**src/rtl/qps_pkg.sv**
```systemverilog
package qps_pkg;
  localparam int ENTRY_W = 14;

  typedef enum logic [1:0] {
    LN_NONE = 2'b00,
    LN_X1   = 2'b01,
    LN_X2   = 2'b10,
    LN_X4   = 2'b11
  } lane_code_e;

  typedef enum logic [1:0] {
    PK_TX    = 2'd0,
    PK_RX    = 2'd1,
    PK_DUMMY = 2'd2
  } phase_kind_e;

  typedef struct packed {
    logic       cs_hold;
    logic       is_dummy;
    logic       is_rx;
    logic       is_tx;
    lane_code_e lanes;
    logic [7:0] arg;
  } entry_t;

  // log2 of the lane count; code 00 falls back to one lane
  function automatic logic [1:0] lane_shift(lane_code_e c);
    case (c)
      LN_X2:   return 2'd1;
      LN_X4:   return 2'd2;
      default: return 2'd0;
    endcase
  endfunction

  // dummy > receive > transmit, nothing set runs as dummy
  function automatic phase_kind_e decode_kind(entry_t e);
    if (e.is_dummy) return PK_DUMMY;
    if (e.is_rx)    return PK_RX;
    if (e.is_tx)    return PK_TX;
    return PK_DUMMY;
  endfunction
endpackage

```
**src/rtl/qps_entry_fifo.sv**
```systemverilog
module qps_entry_fifo #(
  parameter int WIDTH = 14,
  parameter int DEPTH = 16
) (
  input  logic             clk,
  input  logic             rst_n,
  input  logic             push,
  input  logic [WIDTH-1:0] wdata,
  input  logic             pop,
  output logic [WIDTH-1:0] rdata,
  output logic             full,
  output logic             empty
);
  localparam int AW = (DEPTH > 1) ? $clog2(DEPTH) : 1;
  localparam int CW = AW + 1;

  logic [WIDTH-1:0] mem [DEPTH];
  logic [AW-1:0]    wp, rp;
  logic [CW-1:0]    cnt;
  logic             push_ok, pop_ok;

  assign full    = (cnt == CW'(DEPTH));
  assign empty   = (cnt == '0);
  assign push_ok = push && !full;
  assign pop_ok  = pop && !empty;
  assign rdata   = mem[rp];

  always_ff @(posedge clk) begin
    if (push_ok) mem[wp] <= wdata;
  end

  always_ff @(posedge clk) begin
    if (!rst_n) begin
      wp  <= '0;
      rp  <= '0;
      cnt <= '0;
    end else begin
      if (push_ok) wp <= (wp == AW'(DEPTH - 1)) ? '0 : wp + AW'(1);
      if (pop_ok)  rp <= (rp == AW'(DEPTH - 1)) ? '0 : rp + AW'(1);
      cnt <= cnt + CW'(push_ok) - CW'(pop_ok);
    end
  end
endmodule

```
**src/rtl/qps_sclk_gen.sv**
```systemverilog
module qps_sclk_gen #(
  parameter int DIV_W = 8
) (
  input  logic             clk,
  input  logic             rst_n,
  input  logic             run,
  input  logic             restart,
  input  logic             stall,
  input  logic             quiet,
  input  logic [DIV_W-1:0] div,
  output logic             sclk,
  output logic             rise_evt,
  output logic             fall_evt
);
  logic [DIV_W-1:0] half, cnt;
  logic             lvl, tick;

  assign half     = (div < DIV_W'(2)) ? DIV_W'(1) : (div >> 1);
  assign tick     = run && !stall && (cnt == '0);
  assign rise_evt = tick && !lvl;
  assign fall_evt = tick && lvl;
  assign sclk     = lvl && !quiet;

  always_ff @(posedge clk) begin
    if (!rst_n) begin
      cnt <= '0;
      lvl <= 1'b0;
    end else if (restart) begin
      cnt <= half - DIV_W'(1);
      lvl <= 1'b0;
    end else if (!run) begin
      lvl <= 1'b0;
    end else if (tick) begin
      cnt <= half - DIV_W'(1);
      lvl <= !lvl;
    end else if (!stall) begin
      cnt <= cnt - DIV_W'(1);
    end
  end
endmodule

```
**src/rtl/qps_lane_drive.sv**
```systemverilog
module qps_lane_drive
  import qps_pkg::*;
(
  input  logic        active,
  input  phase_kind_e kind,
  input  logic [1:0]  lsh,
  input  logic [3:0]  tx_nib,
  output logic [3:0]  oe,
  output logic [3:0]  out
);
  always_comb begin
    oe  = 4'b1101;
    out = 4'b1100;
    if (active) begin
      if (kind == PK_TX) begin
        case (lsh)
          2'd0:    begin oe = 4'b1101; out = {3'b110, tx_nib[3]}; end
          2'd1:    begin oe = 4'b1111; out = {2'b11, tx_nib[3:2]}; end
          default: begin oe = 4'b1111; out = tx_nib; end
        endcase
      end else begin
        case (lsh)
          2'd0:    begin oe = 4'b1101; out = 4'b1100; end
          2'd1:    begin oe = 4'b1100; out = 4'b1100; end
          default: begin oe = 4'b0000; out = 4'b0000; end
        endcase
      end
    end
  end
endmodule

```
**src/rtl/qspi_phase_seq.sv**
```systemverilog
module qspi_phase_seq
  import qps_pkg::*;
#(
  parameter int QUEUE_DEPTH = 16,
  parameter int DIV_W       = 8
) (
  input  logic               clk,
  input  logic               rst_n,
  input  logic [DIV_W-1:0]   clk_div,
  input  logic               ent_valid,
  output logic               ent_ready,
  input  logic [ENTRY_W-1:0] ent_word,
  input  logic               start,
  output logic               busy,
  output logic               cs_n,
  output logic               sclk,
  output logic [3:0]         io_out,
  output logic [3:0]         io_oe,
  input  logic [3:0]         io_in,
  output logic               rx_valid,
  input  logic               rx_ready,
  output logic [7:0]         rx_data
);
  localparam int CLK_W = 8 + 1 + 3;

  typedef enum logic [1:0] {S_IDLE, S_RUN, S_TAIL} st_e;

  st_e              state;
  entry_t           head;
  logic             q_full, q_empty, pop, start_ok, run_end;
  logic             rise_evt, fall_evt, stall;
  phase_kind_e      kind, hd_kind;
  logic [1:0]       lsh, hd_lsh;
  logic             hold;
  logic [CLK_W-1:0] clk_left, hd_clks;
  logic [8:0]       hd_bytes;
  logic [2:0]       beat, beat_last;
  logic [7:0]       tx_sh, rx_sh, rx_next;

  assign ent_ready = !q_full;
  assign cs_n      = (state == S_IDLE);
  assign busy      = (state != S_IDLE);
  assign start_ok  = (state == S_IDLE) && start && !q_empty;
  assign run_end   = q_empty || !hold;
  assign pop       = start_ok ||
                     ((state == S_RUN) && fall_evt && (clk_left == '0) && !run_end);
  assign stall     = rx_valid && !rx_ready && (state == S_RUN);

  qps_entry_fifo #(.WIDTH(ENTRY_W), .DEPTH(QUEUE_DEPTH)) u_queue (
    .clk(clk), .rst_n(rst_n), .push(ent_valid), .wdata(ent_word),
    .pop(pop), .rdata(head), .full(q_full), .empty(q_empty)
  );

  qps_sclk_gen #(.DIV_W(DIV_W)) u_clk (
    .clk(clk), .rst_n(rst_n), .run(state != S_IDLE), .restart(start_ok),
    .stall(stall), .quiet(state == S_TAIL), .div(clk_div),
    .sclk(sclk), .rise_evt(rise_evt), .fall_evt(fall_evt)
  );

  qps_lane_drive u_lanes (
    .active(state != S_IDLE), .kind(kind), .lsh(lsh), .tx_nib(tx_sh[7:4]),
    .oe(io_oe), .out(io_out)
  );

  // decode of the queue head, applied when it is popped
  assign hd_kind  = decode_kind(head);
  assign hd_lsh   = lane_shift(head.lanes);
  assign hd_bytes = (hd_kind == PK_TX) ? 9'd1 :
                    (head.arg == 8'd0) ? 9'd256 : {1'b0, head.arg};
  assign hd_clks  = CLK_W'({hd_bytes, 3'b000} >> hd_lsh);

  always_comb begin
    case (lsh)
      2'd0:    begin rx_next = {rx_sh[6:0], io_in[1]};   beat_last = 3'd7; end
      2'd1:    begin rx_next = {rx_sh[5:0], io_in[1:0]}; beat_last = 3'd3; end
      default: begin rx_next = {rx_sh[3:0], io_in};      beat_last = 3'd1; end
    endcase
  end

  always_ff @(posedge clk) begin
    if (!rst_n) begin
      state    <= S_IDLE;
      kind     <= PK_DUMMY;
      lsh      <= 2'd0;
      hold     <= 1'b0;
      clk_left <= '0;
      beat     <= '0;
      tx_sh    <= '0;
      rx_sh    <= '0;
      rx_data  <= '0;
      rx_valid <= 1'b0;
    end else begin
      if (rx_valid && rx_ready) rx_valid <= 1'b0;

      case (state)
        S_IDLE: if (start_ok) state <= S_RUN;
        S_RUN: begin
          if (rise_evt) begin
            clk_left <= clk_left - CLK_W'(1);
            if (kind == PK_RX) begin
              rx_sh <= rx_next;
              if (beat == beat_last) begin
                beat     <= '0;
                rx_data  <= rx_next;
                rx_valid <= 1'b1;
              end else begin
                beat <= beat + 3'd1;
              end
            end
          end
          if (fall_evt) begin
            if (clk_left != '0) begin
              case (lsh)
                2'd0:    tx_sh <= tx_sh << 1;
                2'd1:    tx_sh <= tx_sh << 2;
                default: tx_sh <= tx_sh << 4;
              endcase
            end else if (run_end) begin
              state <= S_TAIL;
            end
          end
        end
        default: if (fall_evt) state <= S_IDLE;
      endcase

      if (pop) begin
        kind     <= hd_kind;
        lsh      <= hd_lsh;
        hold     <= head.cs_hold;
        clk_left <= hd_clks;
        beat     <= '0;
        tx_sh    <= head.arg;
      end
    end
  end
endmodule

```
**config.mk**
```make
export PLATFORM = sky130hd
export DESIGN_NAME = qspi_phase_seq
export DESIGN_NICKNAME = d
export VERILOG_FILES = /design/src/rtl/qps_pkg.sv /design/src/rtl/qps_entry_fifo.sv /design/src/rtl/qps_sclk_gen.sv /design/src/rtl/qps_lane_drive.sv /design/src/rtl/qspi_phase_seq.sv
export SDC_FILE = /design/constraint.sdc
export NUM_CORES = 1
export LEC_CHECK = 0
export ABC_AREA = 0
export BUFFER_PORTS_ARGS = -buffer_cell sky130_fd_sc_hd__buf_2
export CORE_UTILIZATION = 29
export DETAILED_ROUTE_END_ITERATION = 6
export GPL_ROUTABILITY_DRIVEN = 0
export SLEW_MARGIN = 10
export SYNTH_ARGS = -nofsm -noshare
export SYNTH_HDL_FRONTEND = slang
export SYNTH_SLANG_ARGS = --single-unit
```
**constraint.sdc**
```tcl
create_clock -name clk -period 3.95 [get_ports clk]
set_input_delay 0.79 -clock clk [delete_from_list [all_inputs] [get_ports clk]]
set_output_delay 0.79 -clock clk [all_outputs]
set_load 0.05 [all_outputs]
```
# Word level (Yosys, flattened, before mapping)
# Memories as Yosys holds them, arrays and structs flattened. A register that Yosys moved wholly into a read port is not among the register bits.
# Index checks and enable logic that the tools add are counted.
# totals
regBits,68
mem_bits_rw,224
input_bits,31
elab_cells,149
n_memories,1
# op_classes
add_sub_neg,8
magnitude_cmp,1
n_eq_ne,15
n_shift,1
mux,56
bitwise_logic,2
n_reduce_logical,50
# memory_table
name,words,word_bits,read_ports,rd_clocked_by_memory_dff,wr,line,rtl
u_queue.mem,16,14,1,1,1,qps_entry_fifo.sv:17,logic [WIDTH-1:0] mem [DEPTH];
# ops
cell,count
$mux 8,8
$mux 12,3
$mux 4,9
$pmux 8 s2,2
$mux 2,12
$mux 9,2
$logic_not 8->1,2
$pmux 4 s2,2
$sub 8x1->8 const B,2
$logic_and 1x1->1,15
$reduce_bool 2->1,7
$mux 1,13
$logic_not 12->1,1
$reduce_bool 12->1,1
$shr 12x2->12,1
$sub 12x1->12 const B,1
$add 4x1->4 const B,2
$eq 4x4->1 const B,2
$logic_not 1->1,8
$logic_not 2->1,4
$lt 8x2->1 const B,1
$pmux 2 s2,2
$mux 7,1
$eq 2x1->1 const B,3
20 further kinds,29

# Longest topological paths before layout
# depth
ltp_word,14
ltp_mapped,19
mapped_depth_nobuf,17

# Hierarchy
# Synthesis repeated with hierarchy kept, for this count alone.
# hier_totals
cells_unflattened,865
area_unflattened_um2,12808.5
# modules_own_cells
mod,instances,cells_each,area_per_inst_um2,seq_area_each_um2
qps_entry_fifo,1,449,9327.7,7066.8
qspi_phase_seq,1,314,2697.6,920.9
qps_sclk_gen,1,85,670.6,180.2
qps_lane_drive,1,17,112.6,0.0

# Least setup slack after synthesis
# OpenSTA, ideal clock, no wires.
# synth_path
path_kind,reg-to-reg
from,register clk_left[0]
to,register u_queue.cnt[4]
setup_time_ns,0.133
t_arrival_ns,3.751
path_slack_ns,0.067
stages_incl_launch_ff,20
path_buffers,2
synth_period_minus_slack_ns,3.883
cell_sequence,dfxtp_1 inv_1 ha_1 or3b_4 or4_4 or3_1 o41a_1 inv_2 buf_6 buf_2 ha_1 inv_1 ha_1 inv_1 fa_1 inv_1 a21oi_1 nor2_1 or3_1 a21oi_1
# synth_via
elab_chain_cells,6
# synth_rtl
element,line,rtl
from (decl),qspi_phase_seq.sv:35,"logic [CLK_W-1:0] clk_left, hd_clks;"
from (signal assigned),qspi_phase_seq.sv:99,clk_left <= clk_left - CLK_W'(1);
from (signal assigned),qspi_phase_seq.sv:130,clk_left <= hd_clks;
$logic_not 12->1,qspi_phase_seq.sv:46,((state == S_RUN) && fall_evt && (clk_left == '0) && !run_end);
$logic_and 1x1->1 (2 in series),qspi_phase_seq.sv:46,
$logic_or 1x1->1,qspi_phase_seq.sv:45,assign pop = start_ok ||
$logic_and 1x1->1,qps_entry_fifo.sv:25,assign pop_ok = pop && !empty;
via u_queue.pop_ok,qps_entry_fifo.sv:20,"logic push_ok, pop_ok;"
$sub 5x1->5,qps_entry_fifo.sv:40,cnt <= cnt + CW'(push_ok) - CW'(pop_ok);
to (signal assigned),qps_entry_fifo.sv:40,
to (decl),qps_entry_fifo.sv:19,logic [CW-1:0] cnt;
# The timed path passes the listed nets, and every way through them passes these cells.
# A chain may end at the register's enable or synchronous reset.

# Worst setup path in the final report
# layout_path
from,register clk_left[0]
to,register u_queue.cnt[4]
# layout_via
elab_chain_cells,6
# layout_rtl
element,line
$logic_not 12->1,qspi_phase_seq.sv:46
$logic_and 1x1->1 (2 in series),qspi_phase_seq.sv:46
$logic_or 1x1->1,qspi_phase_seq.sv:45
$logic_and 1x1->1,qps_entry_fifo.sv:25
$sub 5x1->5,qps_entry_fifo.sv:40
# No other way between the ends.

==> results.cfg <==
[layout]
fin_nets = 1005
final_core_util = 0.343
instances_no_fill = 1568
drive_gt1_frac = 0.227
fin_area_um2 = 14700
fillers = 4188
area_growth_pct = 16.7

[run]
cap_viol_max_count = 0

[run_status]
status = finished, final reports clean

[global_route]
met2_usage = 0.204
antenna_found_initial = 3
grt_pass1_wl_mm = 43.2
met1_usage = 0.177
grt_pass1_vias = 7300
use_met3 = 0.0222
gr-total-overflow = 0
grt_use_total = 0.127
grt_max_degree = 54
top_usage_layer = met2

[critical_path]
path_max_fanout = 4
arrival_ns = 4.18
cp.required_ns = 4.43
end_kind = flip-flop
startpoint_type = flip-flop
critical_path_class = reg2reg

[routing]
dr.pass1.iters = 5
drt_iter0_markers = 535
routed_wl_mm = 28.1
avgViaCountPerCell = 4.84
wire_per_inst_um = 17.9
detail-route-antenna-nets = 0
drc = 0
num_vias = 7596

[logic_synthesis]
synth.cell_area_um2 = 12600
yosysSeqAreaShare = 0.646
synthDistinctLibCells = 64
yosys-top-cells-count = edfxtp_1 (224), nor2_1 (80), dfxtp_1 (72)
synth_area_per_cell_um2 = 14.4
synth_edf_count = 224
syn_nets = 928
async_flop_share = 0
yosys_warnings = 0
synth_flop_cell = edfxtp_1
synth.top_cells.by_area = edfxtp_1 (53%), dfxtp_1 (11%), mux4_2 (10%)
synth_top_area_cell = edfxtp_1
yosysMostFrequentCell = edfxtp_1
ys_ff_latch = 296
synth_cells = 880
synth.top_cell.area_share = 0.532

[die]
io_pins = 52
die_h_um = 211
coreArea_um2 = 43000
die-area_um2 = 44400
die_w_um = 211
initial_core_util = 0.294
rows = 76

[sta]
fmax_mhz = 270
tightest_slew_ns = 0.983
rsz0062_at_grt = false
setup_viol = 0
whs_ns = 0.484
clock_skew_ns = 0.0435
hold_viol_final = 0
post-route-min-period_ns = 3.70
fin_ws_ns = 0.251
fin_crit_sh = 0.937
tns_ns = 0
report.final.slew_viol_count = 0
slew_headroom = 0.341

[placed_design]
dpl.hpwl_mm = 17.6
post-place-ws_ns = 0.193
placed_cells = 1510
dpl_cell_area_um2 = 13700
portBuffers = 50

[power_and_ir_drop]
seqPwrFrac = 0.433
intPower_mw = 6.15
switching_share = 0.302
p_total_mw = 8.81
peakVddDrop_mv = 0.346
cellPowerDensity_nw_per_um2 = 598
leakage_nw = 4.85
clkPwrFrac = 0.319
power.switching_mw = 2.67
power_frac_comb = 0.248

[clock_network]
clock_latency_ns = 0.59
clkTransAtPathRegs_ns = 0.06
cts.sinks = 296
cts-root-buf = clkbuf_16
holdBufCountCts = 0
cts_buffers = 30
clockBufferDepth = 3
cts_tree = built
htreeDepth = 1

[min_path]
hold_class = reg2reg
final timing paths:
path	from	endpoint	slack, ns	cells past startpoint
min reg2reg	rx_data[3]	rx_data[3]	0.48	2
max reg2reg	clk_left[0]	u_queue.cnt[4]	0.25	17
max	clk_left[0]	u_queue.cnt[4]	0.25	17
min	rx_data[3]	rx_data[3]	0.48	2
cells in the final DEF (no fill, tap or decap), drive strengths merged, types with 16 or more instances in the layout:
cell,n
nand2,68
dfxtp,72
edfxtp,224
mux2i,35
nand3,19
o21ai,35
a21oi,45
clkbuf,33
mux4,58
inv,22
clkinv,17
nor2,81
ha,16
buf,86
repair_timing:
item	CTS	global route
endpoints found under the setup margin	0	1
resized for setup	0	2
setup buffers	0	0
hold endpoints to repair	0	0
power by group through the flow:
stage / Combinational (mW) / Sequential [mW] / Clock [mW]
global route: 2.42 / 3.86 / 2.99
finish: 2.19 / 3.82 / 2.81
detailed placement: 2.19 / 3.88 / 0
global placement: 2.16 / 3.87 / 0
floorplan: 1.72 / 3.75 / 0
CTS: 2.19 / 3.82 / 2.88
flip-flops by register name, summed over array words and instances, names as in the netlist, named ones only:
| register | count |
|---|---|
| tx_sh | 8 |
| rx_data | 8 |
| beat | 3 |
| lsh | 2 |
| u_queue.rp | 4 |
| state | 2 |
| u_queue.wp | 4 |
| u_clk.cnt | 8 |
| rx_valid | 1 |
| clk_left | 12 |
| kind | 2 |
| hold | 1 |
| rx_sh | 7 |
| u_clk.lvl | 1 |
| u_queue.mem | 224 |
| u_queue.cnt | 5 |
cell type report:
class,instances,area [um^2],share of cell area
Sequential cell,296,8170,0.554
Antenna cell,2,5.00,0.000339
Clock buffer,33,762,0.0517
Multi-Input combinational cell,520,4230,0.287
Inverter,23,86.3,0.00585
Clock inverter,23,224,0.0152
Timing Repair Buffer,86,533,0.0361
Tap cell,585,732,0.0496
metal layers:
layer / share of wire / vias to the layer above
li1: - / 3553
met1: 0.46 / 3815
met2: 0.47 / 186
met3: 0.054 / 42
met4: 0.019 / 0
met5: 0 / -
worst max-delay path, cell delays in order, from the launching register on:
cell     delay (ns)
dfxtp_1        0.33
inv_1          0.06
ha_1           0.16
or3b_4         0.40
or4_4          0.45
or3_4          0.40
o41a_1         0.44
inv_2          0.07
ha_1           0.12
inv_1          0.04
ha_1           0.18
inv_1          0.07
fa_2           0.20
inv_1          0.04
a21oi_1        0.12
nor2_1         0.07
or3_1          0.33
a21oi_1        0.14
cells by family after synthesis:
family,after synthesis,synth area share
multiplexers,96,0.134
buffers and inverters,64,0.0215
AO/OA/AOI/OAI,147,0.0751
XOR/XNOR,21,0.0146
adder cells (fa/ha/maj),17,0.0174
AND/OR/NAND/NOR,239,0.0914
flip-flops,296,0.646
Note: power is estimated with default switching activity, not from simulation.
